==> src/rtl/irq_res_pkg.sv <==
package irq_res_pkg;

    // Trigger type of one interrupt line, as encoded in EDGE_MASK
    typedef enum logic {
        TRIG_LEVEL = 1'b0,
        TRIG_EDGE  = 1'b1
    } trig_e;

endpackage

==> src/rtl/irq_pend_capture.sv <==
module irq_pend_capture
    import irq_res_pkg::*;
#(
    parameter int unsigned NUM_LINES = 32,
    parameter int unsigned NUM_EXT   = 6,
    parameter int unsigned EXT_W     = 3,
    parameter int unsigned IDX_W     = 6,
    parameter logic [NUM_LINES-1:0]     EDGE_MASK = '0,
    parameter logic [NUM_EXT*IDX_W-1:0] EXT_MAP   = '0
) (
    input  logic                 clk,
    input  logic                 rst_n,
    input  logic [NUM_LINES-1:0] line_in,
    input  logic                 ext_valid,
    input  logic [EXT_W-1:0]     ext_num,
    input  logic                 ext_active,
    input  logic [NUM_LINES-1:0] clr_w1c,
    output logic [NUM_LINES-1:0] pend_o
);

    typedef struct packed {
        logic [NUM_LINES-1:0] pend;
        logic [NUM_LINES-1:0] prev;
    } cap_state_t;

    cap_state_t s_d, s_q;

    logic                 ext_num_ok;
    logic [IDX_W-1:0]     ext_idx;
    logic [NUM_LINES-1:0] ext_hit;
    logic [NUM_LINES-1:0] rise_vec;
    logic [NUM_LINES-1:0] fall_vec;
    logic [NUM_LINES-1:0] set_vec;
    logic [NUM_LINES-1:0] clr_vec;

    // Translate the external number through the mapping table
    always_comb begin
        ext_num_ok = ext_valid && (32'(ext_num) < NUM_EXT);
        ext_idx    = '0;
        for (int e = 0; e < int'(NUM_EXT); e++) begin
            if (32'(ext_num) == e) begin
                ext_idx = EXT_MAP[e*IDX_W +: IDX_W];
            end
        end
    end

    assign rise_vec = line_in & ~s_q.prev;
    assign fall_vec = ~line_in & s_q.prev;

    // Per-line set and clear terms; trigger type picks the clear source
    for (genvar i = 0; i < int'(NUM_LINES); i++) begin : g_line
        localparam trig_e LINE_TRIG = trig_e'(EDGE_MASK[i]);
        assign ext_hit[i] = ext_num_ok && (ext_idx == IDX_W'(i));
        assign set_vec[i] = rise_vec[i] | (ext_hit[i] & ext_active);
        if (LINE_TRIG == TRIG_EDGE) begin : g_edge
            assign clr_vec[i] = clr_w1c[i];
        end else begin : g_level
            assign clr_vec[i] = fall_vec[i] | (ext_hit[i] & ~ext_active);
        end
    end

    always_comb begin
        s_d      = s_q;
        s_d.prev = line_in;
        // a set in the same cycle overrides any clear
        s_d.pend = (s_q.pend & ~clr_vec) | set_vec;
    end

    always_ff @(posedge clk or negedge rst_n) begin
        if (!rst_n) begin
            s_q <= '0;
        end else begin
            s_q <= s_d;
        end
    end

    assign pend_o = s_q.pend;


    edge_hold_chk: assert property (@(posedge clk) disable iff (!rst_n)
        (($past(s_q.pend) & EDGE_MASK & ~$past(clr_w1c)) & ~s_q.pend) == '0);


    set_wins_chk: assert property (@(posedge clk) disable iff (!rst_n)
        ($past(set_vec) & ~s_q.pend) == '0);


    ext_reject_chk: assert property (@(posedge clk) disable iff (!rst_n)
        (ext_valid && (32'(ext_num) >= NUM_EXT) && (line_in == s_q.prev)
         && (clr_w1c == '0)) |=> $stable(s_q.pend));

endmodule

==> src/rtl/irq_level_scan.sv <==
module irq_level_scan #(
    parameter int unsigned NUM_LINES  = 32,
    parameter int unsigned NUM_LEVELS = 6,
    parameter int unsigned LVL_W      = 3,
    parameter logic [NUM_LEVELS*NUM_LINES-1:0] LEVEL_MASK = '0
) (
    input  logic [NUM_LINES-1:0] eff_pend,
    input  logic [LVL_W-1:0]     cur_lvl,
    output logic                 hit,
    output logic [LVL_W-1:0]     level
);

    // ovl[k-1]: level k has an enabled pending line and is above current
    logic [NUM_LEVELS-1:0] ovl;

    for (genvar k = 1; k <= int'(NUM_LEVELS); k++) begin : g_lvl
        assign ovl[k-1] = (|(LEVEL_MASK[(k-1)*NUM_LINES +: NUM_LINES] & eff_pend))
                          && (LVL_W'(k) > cur_lvl);
    end

    // Walk from the top level downward; the first qualifying one wins
    always_comb begin
        hit   = 1'b0;
        level = '0;
        for (int k = int'(NUM_LEVELS); k >= 1; k--) begin
            if (!hit && ovl[k-1]) begin
                hit   = 1'b1;
                level = LVL_W'(k);
            end
        end
    end


    always_comb begin
        if (hit) begin
            level_above_cur_chk: assert (level > cur_lvl);
        end
    end

endmodule

==> src/rtl/irq_prio_resolver.sv <==
module irq_prio_resolver #(
    parameter int unsigned NUM_LINES  = 32,
    parameter int unsigned NUM_LEVELS = 6,
    parameter int unsigned NUM_EXT    = 6,
    parameter int unsigned EXT_W      = 3,
    parameter int unsigned IDX_W      = 6,
    parameter int unsigned LVL_W      = $clog2(NUM_LEVELS + 1),
    parameter logic [NUM_LINES-1:0] EDGE_MASK = 32'hFFFF_0000,
    parameter logic [NUM_LEVELS*NUM_LINES-1:0] LEVEL_MASK =
        {32'hF000_0000, 32'h0F00_0000, 32'h00F0_0000,
         32'h000F_0000, 32'h0000_FF00, 32'h0000_00FF},
    parameter logic [NUM_EXT*IDX_W-1:0] EXT_MAP =
        {6'd24, 6'd40, 6'd9, 6'd30, 6'd17, 6'd3}
) (
    input  logic                 clk,
    input  logic                 rst_n,
    input  logic [NUM_LINES-1:0] line_in,
    input  logic                 ext_valid,
    input  logic [EXT_W-1:0]     ext_num,
    input  logic                 ext_active,
    input  logic [NUM_LINES-1:0] clr_w1c,
    input  logic                 en_we,
    input  logic [NUM_LINES-1:0] en_wdata,
    input  logic                 lvl_we,
    input  logic [LVL_W-1:0]     lvl_wdata,
    output logic [LVL_W-1:0]     pend_level,
    output logic                 irq_req
);

    typedef struct packed {
        logic [NUM_LINES-1:0] en;
        logic [LVL_W-1:0]     cur;
        logic [LVL_W-1:0]     lvl;
        logic                 req;
    } top_state_t;

    top_state_t r_d, r_q;

    logic [NUM_LINES-1:0] pend;
    logic [NUM_LINES-1:0] eff;
    logic                 scan_hit;
    logic [LVL_W-1:0]     scan_lvl;

    irq_pend_capture #(
        .NUM_LINES (NUM_LINES),
        .NUM_EXT   (NUM_EXT),
        .EXT_W     (EXT_W),
        .IDX_W     (IDX_W),
        .EDGE_MASK (EDGE_MASK),
        .EXT_MAP   (EXT_MAP)
    ) u_capture (
        .clk        (clk),
        .rst_n      (rst_n),
        .line_in    (line_in),
        .ext_valid  (ext_valid),
        .ext_num    (ext_num),
        .ext_active (ext_active),
        .clr_w1c    (clr_w1c),
        .pend_o     (pend)
    );

    assign eff = pend & r_q.en;

    irq_level_scan #(
        .NUM_LINES  (NUM_LINES),
        .NUM_LEVELS (NUM_LEVELS),
        .LVL_W      (LVL_W),
        .LEVEL_MASK (LEVEL_MASK)
    ) u_scan (
        .eff_pend (eff),
        .cur_lvl  (r_q.cur),
        .hit      (scan_hit),
        .level    (scan_lvl)
    );

    always_comb begin
        r_d     = r_q;
        if (en_we) begin
            r_d.en = en_wdata;
        end
        if (lvl_we) begin
            r_d.cur = lvl_wdata;
        end
        r_d.lvl = scan_lvl;
        r_d.req = scan_hit;
    end

    always_ff @(posedge clk or negedge rst_n) begin
        if (!rst_n) begin
            r_q <= '0;
        end else begin
            r_q <= r_d;
        end
    end

    assign pend_level = r_q.lvl;
    assign irq_req    = r_q.req;


    out_above_cur_chk: assert property (@(posedge clk) disable iff (!rst_n)
        irq_req |-> (pend_level > $past(r_q.cur)));


    req_has_level_chk: assert property (@(posedge clk) disable iff (!rst_n)
        irq_req == (pend_level != '0));


    idle_no_req_chk: assert property (@(posedge clk) disable iff (!rst_n)
        ($past(eff) == '0) |-> !irq_req);

endmodule

==> config.mk <==
export PLATFORM = sky130hd
export DESIGN_NAME = irq_prio_resolver
export DESIGN_NICKNAME = d
export VERILOG_FILES = /design/src/rtl/irq_res_pkg.sv /design/src/rtl/irq_pend_capture.sv /design/src/rtl/irq_level_scan.sv /design/src/rtl/irq_prio_resolver.sv
export SDC_FILE = /design/constraint.sdc
export NUM_CORES = 1
export LEC_CHECK = 0
export BUFFER_PORTS_ARGS = -buffer_cell sky130_fd_sc_hd__buf_2
export CORE_MARGIN = 2
export CORE_UTILIZATION = 49
export CTS_BUF_LIST = sky130_fd_sc_hd__clkbuf_4
export CTS_CLUSTER_SIZE = 40
export DETAILED_ROUTE_END_ITERATION = 8
export HOLD_SLACK_MARGIN = 0.06
export PLACE_DENSITY = 0.78
export SYNTH_ARGS = -nofsm -noshare
export SYNTH_HDL_FRONTEND = slang
export SYNTH_HIERARCHICAL = 1
export SYNTH_SLANG_ARGS = --single-unit
==> constraint.sdc <==
create_clock -name clk -period 1.95 [get_ports clk]
set_input_delay 0.195 -clock clk [delete_from_list [all_inputs] [get_ports clk]]
set_output_delay 0.195 -clock clk [all_outputs]
set_load 0.1 [all_outputs]
==> results of run 1 <==
==> final cells by class <==
| type | count | area (um2) |
|---|---|---|
| fill | 625 | 2920 |
| multi-input combinational | 162 | 1280 |
| inverter | 31 | 116 |
| timing repair buffer | 192 | 1450 |
| clock buffer | 10 | 75.1 |
| tap | 108 | 135 |
| sequential | 103 | 2580 |
| clock inverter | 5 | 35.0 |
==> routing by layer <==
metal / track usage [%] / vias up
met5: 0 / -
met4: 4.70 / 0
met3: 4.75 / 4
met2: 36.9 / 70
met1: 23.8 / 1426
li1: - / 1421
==> stage by stage <==
stage	hold WS, ps	area [um2]	total power [mW]	worst slack [ps]	instances
6_report	106	5670	4.24	108	611
5_1_grt	78.8	5670	4.47	3.39	611
4_1_cts	85.4	5650	4.25	26.8	610
3_5_place_dp	173	4650	3.16	35.2	506
3_3_place_gp	163	4650	3.13	90.5	506
2_1_floorplan	-101	4290	3.00	70.9	335
==> what timing repair did <==
action / 4_1_cts / 5_1_grt
endpoints found under the setup margin: 0 / 1
buffers inserted: 0 / 1
endpoints found under the hold margin: 132 / 0
resized for setup: 0 / 2
hold buffers: 89 / 0
==> critical path: cells and delay by family, from the launching register on <==
family / cells / cell delay [ps]
AO/OA/AOI/OAI: 2 / 580
AND/OR/NAND/NOR: 2 / 730
flip-flops: 1 / 420
==> power by group <==
group | switching, mW | internal [mW] | leakage [nW]
Clock | 0.674 | 0.274 | 0.0626
Sequential | 0.101 | 2.32 | 1.20
Combinational | 0.416 | 0.450 | 1.48
Total | 1.19 | 3.05 | 2.74
==> cells in the mapped netlist (2+ instances only) <==
| master | count |
|---|---|
| nand2b_1 | 3 |
| nand2_1 | 17 |
| o221ai_1 | 4 |
| buf_4 | 35 |
| a21oi_1 | 2 |
| mux2_4 | 30 |
| and2_1 | 32 |
| o21ai_0 | 15 |
| buf_12 | 3 |
| mux2_2 | 5 |
| nor4_1 | 6 |
| nor2_1 | 16 |
| nand3_1 | 2 |
| dfrtp_1 | 103 |
| o22ai_1 | 13 |
| inv_1 | 31 |
| a211oi_1 | 2 |
==> cells by family after synthesis <==
kind of cell,share of synthesized area [%]
flops,60.1
simple gates,10.5
compound gates,7.15
buf+inv,10.5
mux,11.8
==> registers in the layout, summed over array words and instances (netlist names) <==
register / flops
irq_req: 1
u_capture/s_q: 32
pend_level: 3
r_q: 35
u_capture/pend_o: 32
==> how the worst min path moves through the flow <==
stage,to,slack (ps)
floorplan,irq_req,-100
global placement,u_capture/s_q[10],160
detailed placement,u_capture/pend_o[10],170
CTS,u_capture/pend_o[9],90
global route,u_capture/pend_o[3],80
finish,u_capture/pend_o[3],110
==> impl_metrics.yaml, run 1 <==
floorplanning:
  die_height_um: 97.6
  die_w_um: 97.6
  die_area_um2: 9520
  start_util_pct: 49.9
  rows: 34
  coreArea_um2: 8590
  io_pins: 112
sta:
  finClkSkew_ps: 19.8
  min_period_ps: 1840
  drv_slew: 0
  tns_ps: 0
  setup_viol: 0
  max_slew_margin_pct: 58.4
  fmax_mhz: 543
  fin_crit_sh_pct: 94.5
  worst_slew_pin_slew_ps: 608
  rsz0062_at_grt: "false"
  hold_viol: 0
drt:
  met1_length_um: 3760
  viasPerCell: 4.78
  vias: 2921
  drt_pass1_iterations: 4
  wl_per_cell_um: 14.7
  drc: 0
  top_layer: "met4"
  first_iter_violations: 70
  wl_met3_um: 337
  postRouteAntennaNets: 0
  route.met2.wl_um: 4830
  totalWireLength_um: 8980
cells_and_area:
  drive_above_1_share_pct: 31.4
  diodes: 0
  most-common-layout-cells: "103 x dfrtp_1, 94 x buf_2, 89 x dlygate4sd3_1, 32 x and2_1, 31 x inv_1"
  syn2layout_area_growth_pct: 32.2
  layout.nets: 607
  fin_util_pct: 66.0
  layout_commonest_cell: "dfrtp_1"
setup_path:
  setup.worst_path.class: "reg2reg"
  crit_start: "u_capture/pend_o[29]"
  cp.arrival_ps: 2160
  timing.rr.end: "irq_req"
  cp-endpoint: "irq_req"
  slowest_stage: "or4_1"
  crit_path_start_kind: "flop"
  r2r-start: "u_capture/pend_o[29]"
  worstPathRequired_ps: 2270
  cp-end-kind: "flop"
  cp_cell_sequence: "and2_1 > o41ai_4 > o211ai_1 > or4_1"
  path_max_fanout: 3
  cpPeakStageDelay_ps: 540
  r2r_cells: 4
  r2r_slack_ps: 110
global_routing:
  antenna_found_initial: 0
  grt_max_degree: 48
  grt_pass1_wl_um: 15100
  grt_overflow: 0
  grtUsageTotal_pct: 20.1
  grt_pass1_vias: 3271
pwr:
  powerDensity_nw_per_um2: 747
  vdd_ir_drop_max_mv: 0.436
  leakage_nw: 2.74
synth:
  synthDistinctLibCells: 33
  synth_top_area_share_pct: 60.1
  yosysWarnings: 6
  synthesis.nets: 443
  synthFlopType: "dfrtp_1"
  ys_seq_area_share_pct: 60.1
  synth_edf_count: 0
  avgSynthCellArea_um2: 12.8
  ys_ff_latch: 103
  synth-async-reset-ratio_pct: 100
  synth_top_cell_by_area: "dfrtp_1"
  ys_top_cells_by_area: "dfrtp_1 60%, mux2_4 10%, buf_4 6.1%"
  synth_area_um2: 4290
  syn_inst: 335
placement:
  gp_congestion: 0.729
  hpwlAfterDp_um: 5420
  io_buffer_count: 95
cts:
  insertion_delay_ps: 430
  clk_pin_slew_ps: 150
  h-tree-depth: 3
  clock_path_buffers: 2
  cts_buffers: 9
  clkSinkCount: 103
  clockRootBuffer: "clkbuf_4"
  cts_tree: "built"
min_path:
  hold_path_startpoint: "ext_active"
  min-delay-path-class: "in2reg"
  hold_depth: 3
outcome:
  outcome: "finished, final reports clean"
flow_run:
  drv_cap: 0
(Power assumes the default switching activity.)
==> run 2: changes to the inputs <==
--- a/config.mk
+++ b/config.mk
@@ -7,12 +7,12 @@
 export LEC_CHECK = 0
 export BUFFER_PORTS_ARGS = -buffer_cell sky130_fd_sc_hd__buf_2
 export CORE_MARGIN = 2
-export CORE_UTILIZATION = 49
+export CORE_UTILIZATION = 59
 export CTS_BUF_LIST = sky130_fd_sc_hd__clkbuf_4
 export CTS_CLUSTER_SIZE = 40
 export DETAILED_ROUTE_END_ITERATION = 8
 export HOLD_SLACK_MARGIN = 0.06
-export PLACE_DENSITY = 0.78
+export PLACE_DENSITY = 0.88
 export SYNTH_ARGS = -nofsm -noshare
 export SYNTH_HDL_FRONTEND = slang
 export SYNTH_HIERARCHICAL = 1
==> constraint.sdc (replaced) <==
create_clock -name clk -period 2.34 [get_ports clk]
set_input_delay 0.234 -clock clk [delete_from_list [all_inputs] [get_ports clk]]
set_output_delay 0.234 -clock clk [all_outputs]
set_load 0.1 [all_outputs]
==> impl_metrics.yaml, run 2 (synthesized netlist as in run 1, its figures left out) <==
outcome:
  outcome: "finished, final reports clean"
flow_run:
  drv_cap: 0
sta:
  setup_viol: 0
  fmax_mhz: 517
  fin_crit_sh_pct: 82.6
  worst_slew_pin_slew_ps: 602
  min_period_ps: 1930
  hold_viol: 0
  finClkSkew_ps: 24.4
  max_slew_margin_pct: 59.9
  drv_slew: 0
  tns_ps: 0
  rsz0062_at_grt: "false"
placement:
  hpwlAfterDp_um: 5720
  dpl_cell_area_um2: 4610
  io_buffer_count: 95
  dp.cells: 494
  gp_congestion: 0.788
cts:
  clockRootBuffer: "clkbuf_4"
  cts_resized: 0
  cts_buffers: 9
  clock_path_buffers: 2
  clkSinkCount: 103
  h-tree-depth: 3
  cts_tree: "built"
  clk_pin_slew_ps: 150
  insertion_delay_ps: 440
cells_and_area:
  finalInstanceArea_um2: 5610
  diodes: 0
  layout_commonest_cell: "dfrtp_1"
  syn2layout_area_growth_pct: 30.8
  drive_above_1_share_pct: 30.3
  fin_util_pct: 78.6
  layout.nets: 603
  stdcell_count: 598
  top_register: "r_q"
  largest_reg_flops: 35
  most-common-layout-cells: "103 x dfrtp_1, 94 x buf_2, 89 x dlygate4sd3_1, 32 x and2_1, 31 x inv_1"
global_routing:
  grt_pass1_vias: 3314
  grt_max_degree: 58
  grt_pass1_wl_um: 15300
  antenna_found_initial: 0
  use_met3_pct: 6.28
  grt_overflow: 0
  top_usage_layer: "met2"
  grt_util_met1_pct: 28.7
  grtUsageTotal_pct: 26.3
  gr-usage-met2_pct: 49.2
pwr:
  powerDensity_nw_per_um2: 623
  leakage_nw: 2.71
  finalPower_mw: 3.49
  vdd_ir_drop_max_mv: 0.444
setup_path:
  crit_path_start_kind: "flop"
  cp_cell_sequence: "and2_1 > o41ai_2 > o211ai_1 > or4_1"
  setup.worst_path.class: "reg2reg"
  path_max_fanout: 4
  r2r-start: "u_capture/pend_o[29]"
  slowest_stage: "or4_1"
  crit_start: "u_capture/pend_o[29]"
  cp-end-kind: "flop"
  worstPathRequired_ps: 2640
  cp.arrival_ps: 2230
  cpPeakStageDelay_ps: 570
drt:
  first_iter_violations: 69
  totalWireLength_um: 9660
  postRouteAntennaNets: 0
  drc: 0
  wl_per_cell_um: 16.2
  viasPerCell: 4.93
  drt_pass1_iterations: 4
  vias: 2949
floorplanning:
  coreArea_um2: 7140
  die_area_um2: 7970
  start_util_pct: 60.1
  die_height_um: 89.3
  rows: 31
  die_w_um: 89.3
  io_pins: 112
min_path:
  min-delay-path-class: "in2reg"
  hold_path_startpoint: "ext_active"
-- run 2: path summary, 6_finish.rpt --
| path | to | slack [ps] | depth (start not counted) |
|---|---|---|---|
| worst max-delay path | irq_req | 410 | 4 |
| worst min-delay path | u_capture/pend_o[17] | 150 | 3 |
| worst max register to register | irq_req | 410 | 4 |
| worst min register to register | u_capture/pend_o[27] | 430 | 1 |
| max in group asynchronous | r_q[32] | 1270 | 3 |
| min in group asynchronous | u_capture/pend_o[2] | 330 | 2 |
-- run 2: worst max-delay path, delay by kind of cell (launching register included) --
kind	cells	cell delay (ps)
simple gates	2	750
flops	1	410
compound gates	2	650
-- run 2: through the flow --
stage,setup WS [ps],hold WS (ps)
after floorplan,461,-61.6
after global placement,450,270
after detailed placement,432,281
after CTS,405,115
after global routing,307,125
final,406,148
-- run 2: layout make-up --
class,instances,area (um2)
Inverter,31,116
Sequential cell,103,2580
Fill cell,478,1530
Clock buffer,11,82.6
Tap cell,99,124
Clock inverter,4,23.8
Timing Repair Buffer,188,1420
Multi-Input combinational cell,162,1260
-- run 2: timing repair --
item / in CTS / in global routing
endpoints found under the setup margin: 0 / 0
buffers inserted: 0 / 0
hold endpoints to repair: 144 / 0
hold buffers: 89 / 0
-- run 2: report_power, final --
part	leakage [nW]	switching, mW	internal (mW)	total (mW)
clock network	0.0580	0.528	0.233	0.761
logic	1.45	0.344	0.359	0.702
registers	1.20	0.0928	1.94	2.03
total	2.71	0.965	2.53	3.49
-- run 2: routing by layer --
metal  wire length, um  vias up
met5                 0        -
met4               255        0
met3               316       19
met2              5400       81
met1              3690     1441
li1                  -     1408
==> run 3: changes to the inputs <==
--- a/config.mk
+++ b/config.mk
@@ -7,12 +7,12 @@
 export LEC_CHECK = 0
 export BUFFER_PORTS_ARGS = -buffer_cell sky130_fd_sc_hd__buf_2
 export CORE_MARGIN = 2
-export CORE_UTILIZATION = 59
+export CORE_UTILIZATION = 49
 export CTS_BUF_LIST = sky130_fd_sc_hd__clkbuf_4
 export CTS_CLUSTER_SIZE = 40
 export DETAILED_ROUTE_END_ITERATION = 8
 export HOLD_SLACK_MARGIN = 0.06
-export PLACE_DENSITY = 0.88
+export PLACE_DENSITY = 0.78
 export SYNTH_ARGS = -nofsm -noshare
 export SYNTH_HDL_FRONTEND = slang
 export SYNTH_HIERARCHICAL = 1
==> constraint.sdc (replaced) <==
create_clock -name clk -period 1.6 [get_ports clk]
set_input_delay 0.16 -clock clk [delete_from_list [all_inputs] [get_ports clk]]
set_output_delay 0.16 -clock clk [all_outputs]
set_load 0.1 [all_outputs]
==> impl_metrics.yaml, run 3 (synthesized netlist as in run 1, its figures left out) <==
setup_path:
  cpPeakStageDelay_ps: 510
  critPathTopFamily: "simple AND/OR/NAND/NOR gates"
  setup.worst_path.class: "reg2reg"
  cp.arrival_ps: 2090
  cp_cell_sequence: "and2_4 > nor4_4 > o32a_1 > o211ai_1 > or4_1"
  path_max_fanout: 2
  worstPathRequired_ps: 1910
  cp-end-kind: "flop"
  slowest_stage: "or4_1"
  crit_path_start_kind: "flop"
  critPathBufInv: 0
cts:
  clkSinkCount: 103
  clockRootBuffer: "clkbuf_4"
  clock_path_buffers: 2
  h-tree-depth: 3
  insertion_delay_ps: 450
  cts_buffers: 9
  clk_pin_slew_ps: 160
  cts_tree: "built"
sta:
  hold_viol: 0
  fmax_mhz: 562
  worst_slew_pin_slew_ps: 498
  tns_ps: -181
  rsz0062_at_grt: "true"
  worst_slack_ps: -181
  min_period_ps: 1780
  drv_slew: 0
  fin_crit_sh_pct: 111
  max_slew_margin_pct: 67.0
  finClkSkew_ps: 23.2
  setup_viol: 1
outcome:
  outcome: "finished with violations"
  violations: "setup timing"
drt:
  wl_met3_um: 297
  top_layer: "met4"
  met1_length_um: 3910
  drt_pass1_iterations: 4
  vias: 3074
  wl_per_cell_um: 14.7
  viasPerCell: 4.76
  first_iter_violations: 74
  totalWireLength_um: 9480
  drc: 0
  postRouteAntennaNets: 0
  route.met2.wl_um: 5060
pwr:
  vdd_ir_drop_max_mv: 0.514
  powerDensity_nw_per_um2: 923
  switching_power_mw: 1.57
  swShare_pct: 28.2
  finalPower_mw: 5.58
  power_frac_clock_pct: 24.8
  p_int_mw: 4.01
  leakage_nw: 2.94
  power_frac_seq_pct: 52.8
  p_comb_share_pct: 22.5
cells_and_area:
  finalInstanceArea_um2: 6050
  layout.nets: 641
  largest_reg_flops: 35
  top_register: "r_q"
  layout_commonest_cell: "dfrtp_1"
  most-common-layout-cells: "103 x dfrtp_1, 94 x buf_2, 91 x dlygate4sd3_1, 38 x buf_4, 31 x inv_1"
  diodes: 0
  drive_above_1_share_pct: 37.7
  syn2layout_area_growth_pct: 41.0
placement:
  hpwlAfterDp_um: 5700
  gp_congestion: 0.724
  dpl_cell_area_um2: 4870
  io_buffer_count: 95
global_routing:
  antenna_found_initial: 0
  grt_max_degree: 36
  grtUsageTotal_pct: 21.0
  grt_overflow: 0
  grt_pass1_wl_um: 15800
  grt_pass1_vias: 3378
floorplanning:
  start_util_pct: 49.9
  rows: 34
  coreArea_um2: 8590
  die_area_um2: 9520
  io_pins: 112
  die_height_um: 97.6
  die_w_um: 97.6
min_path:
  min-delay-path-class: "in2reg"
flow_run:
  drv_cap: 0
[run 3: cell count changes in the layout (fill, tap and decap cells not counted), moves of 2 or more]
| cell | change |
|---|---|
| clkbuf_4 | -2 |
| nor4_4 | +3 |
| clkinv_1 | -2 |
| nor4_1 | -5 |
| and2_4 | +5 |
| dlygate4sd3_1 | +2 |
| nor4_2 | +2 |
| inv_6 | +3 |
| buf_4 | +35 |
| and2_1 | -5 |
[run 3: power groups by stage]
stage / Sequential, mW / Clock (mW) / Combinational (mW)
detailed placement: 2.99 / 0 / 0.990
floorplan: 3.00 / 0 / 0.660
CTS: 2.94 / 1.40 / 1.22
global placement: 2.98 / 0 / 0.965
global route: 2.97 / 1.52 / 1.35
finish: 2.94 / 1.38 / 1.25
[run 3: final timing paths]
| kind | slack (ps) | from | cells past startpoint | end |
|---|---|---|---|---|
| min | 100 | ext_num[1] | 3 | u_capture/pend_o[3] |
| min in group asynchronous | 180 | rst_n | 2 | r_q[5] |
| max in group asynchronous | 880 | rst_n | 3 | r_q[25] |
| max reg2reg | -180 | r_q[31] | 5 | irq_req |
| min reg2reg | 430 | u_capture/s_q[18] | 1 | u_capture/pend_o[18] |
| max | -180 | r_q[31] | 5 | irq_req |
[run 3: per-layer routing]
metal  vias up  GRT usage, %
met3        18          3.38
met4         0          8.23
met2        75          38.2
met1      1499          24.8
met5         -             0
li1       1482             -
[run 3: cell type report]
type                    count  area, um2
inverters                  31        116
multi-input cells         162       1350
flip-flops and latches    103       2580
repair buffers            226       1730
well taps                 108        135
fillers                   600       2540
clock inverters             7       77.6
clock buffers               9       67.6
[run 3: through the flow]
| stage | util, % | worst slack [ps] | hold WS, ps | instances |
|---|---|---|---|---|
| global placement | 56.7 | -325 | 130 | 534 |
| floorplan | - | -242 | -136 | 335 |
| global route | 70.4 | -246 | 112 | 646 |
| CTS | 69.9 | -185 | 91.9 | 644 |
| detailed placement | 56.7 | -318 | 133 | 534 |
| finish | 70.4 | -181 | 105 | 646 |
[run 3: timing repair]
item,CTS,global route
setup endpoints to repair,3,3
setup buffers,3,2
pin swaps,9,2
resized for setup,11,4
hold buffers,91,0
endpoints found under the hold margin,202,0
[run 3: worst min-delay path, delay by kind of cell]
family | cells | cell delay (ps)
AO/OA/AOI/OAI | 1 | 100
buffers and inverters | 1 | 110
AND/OR/NAND/NOR | 1 | 140
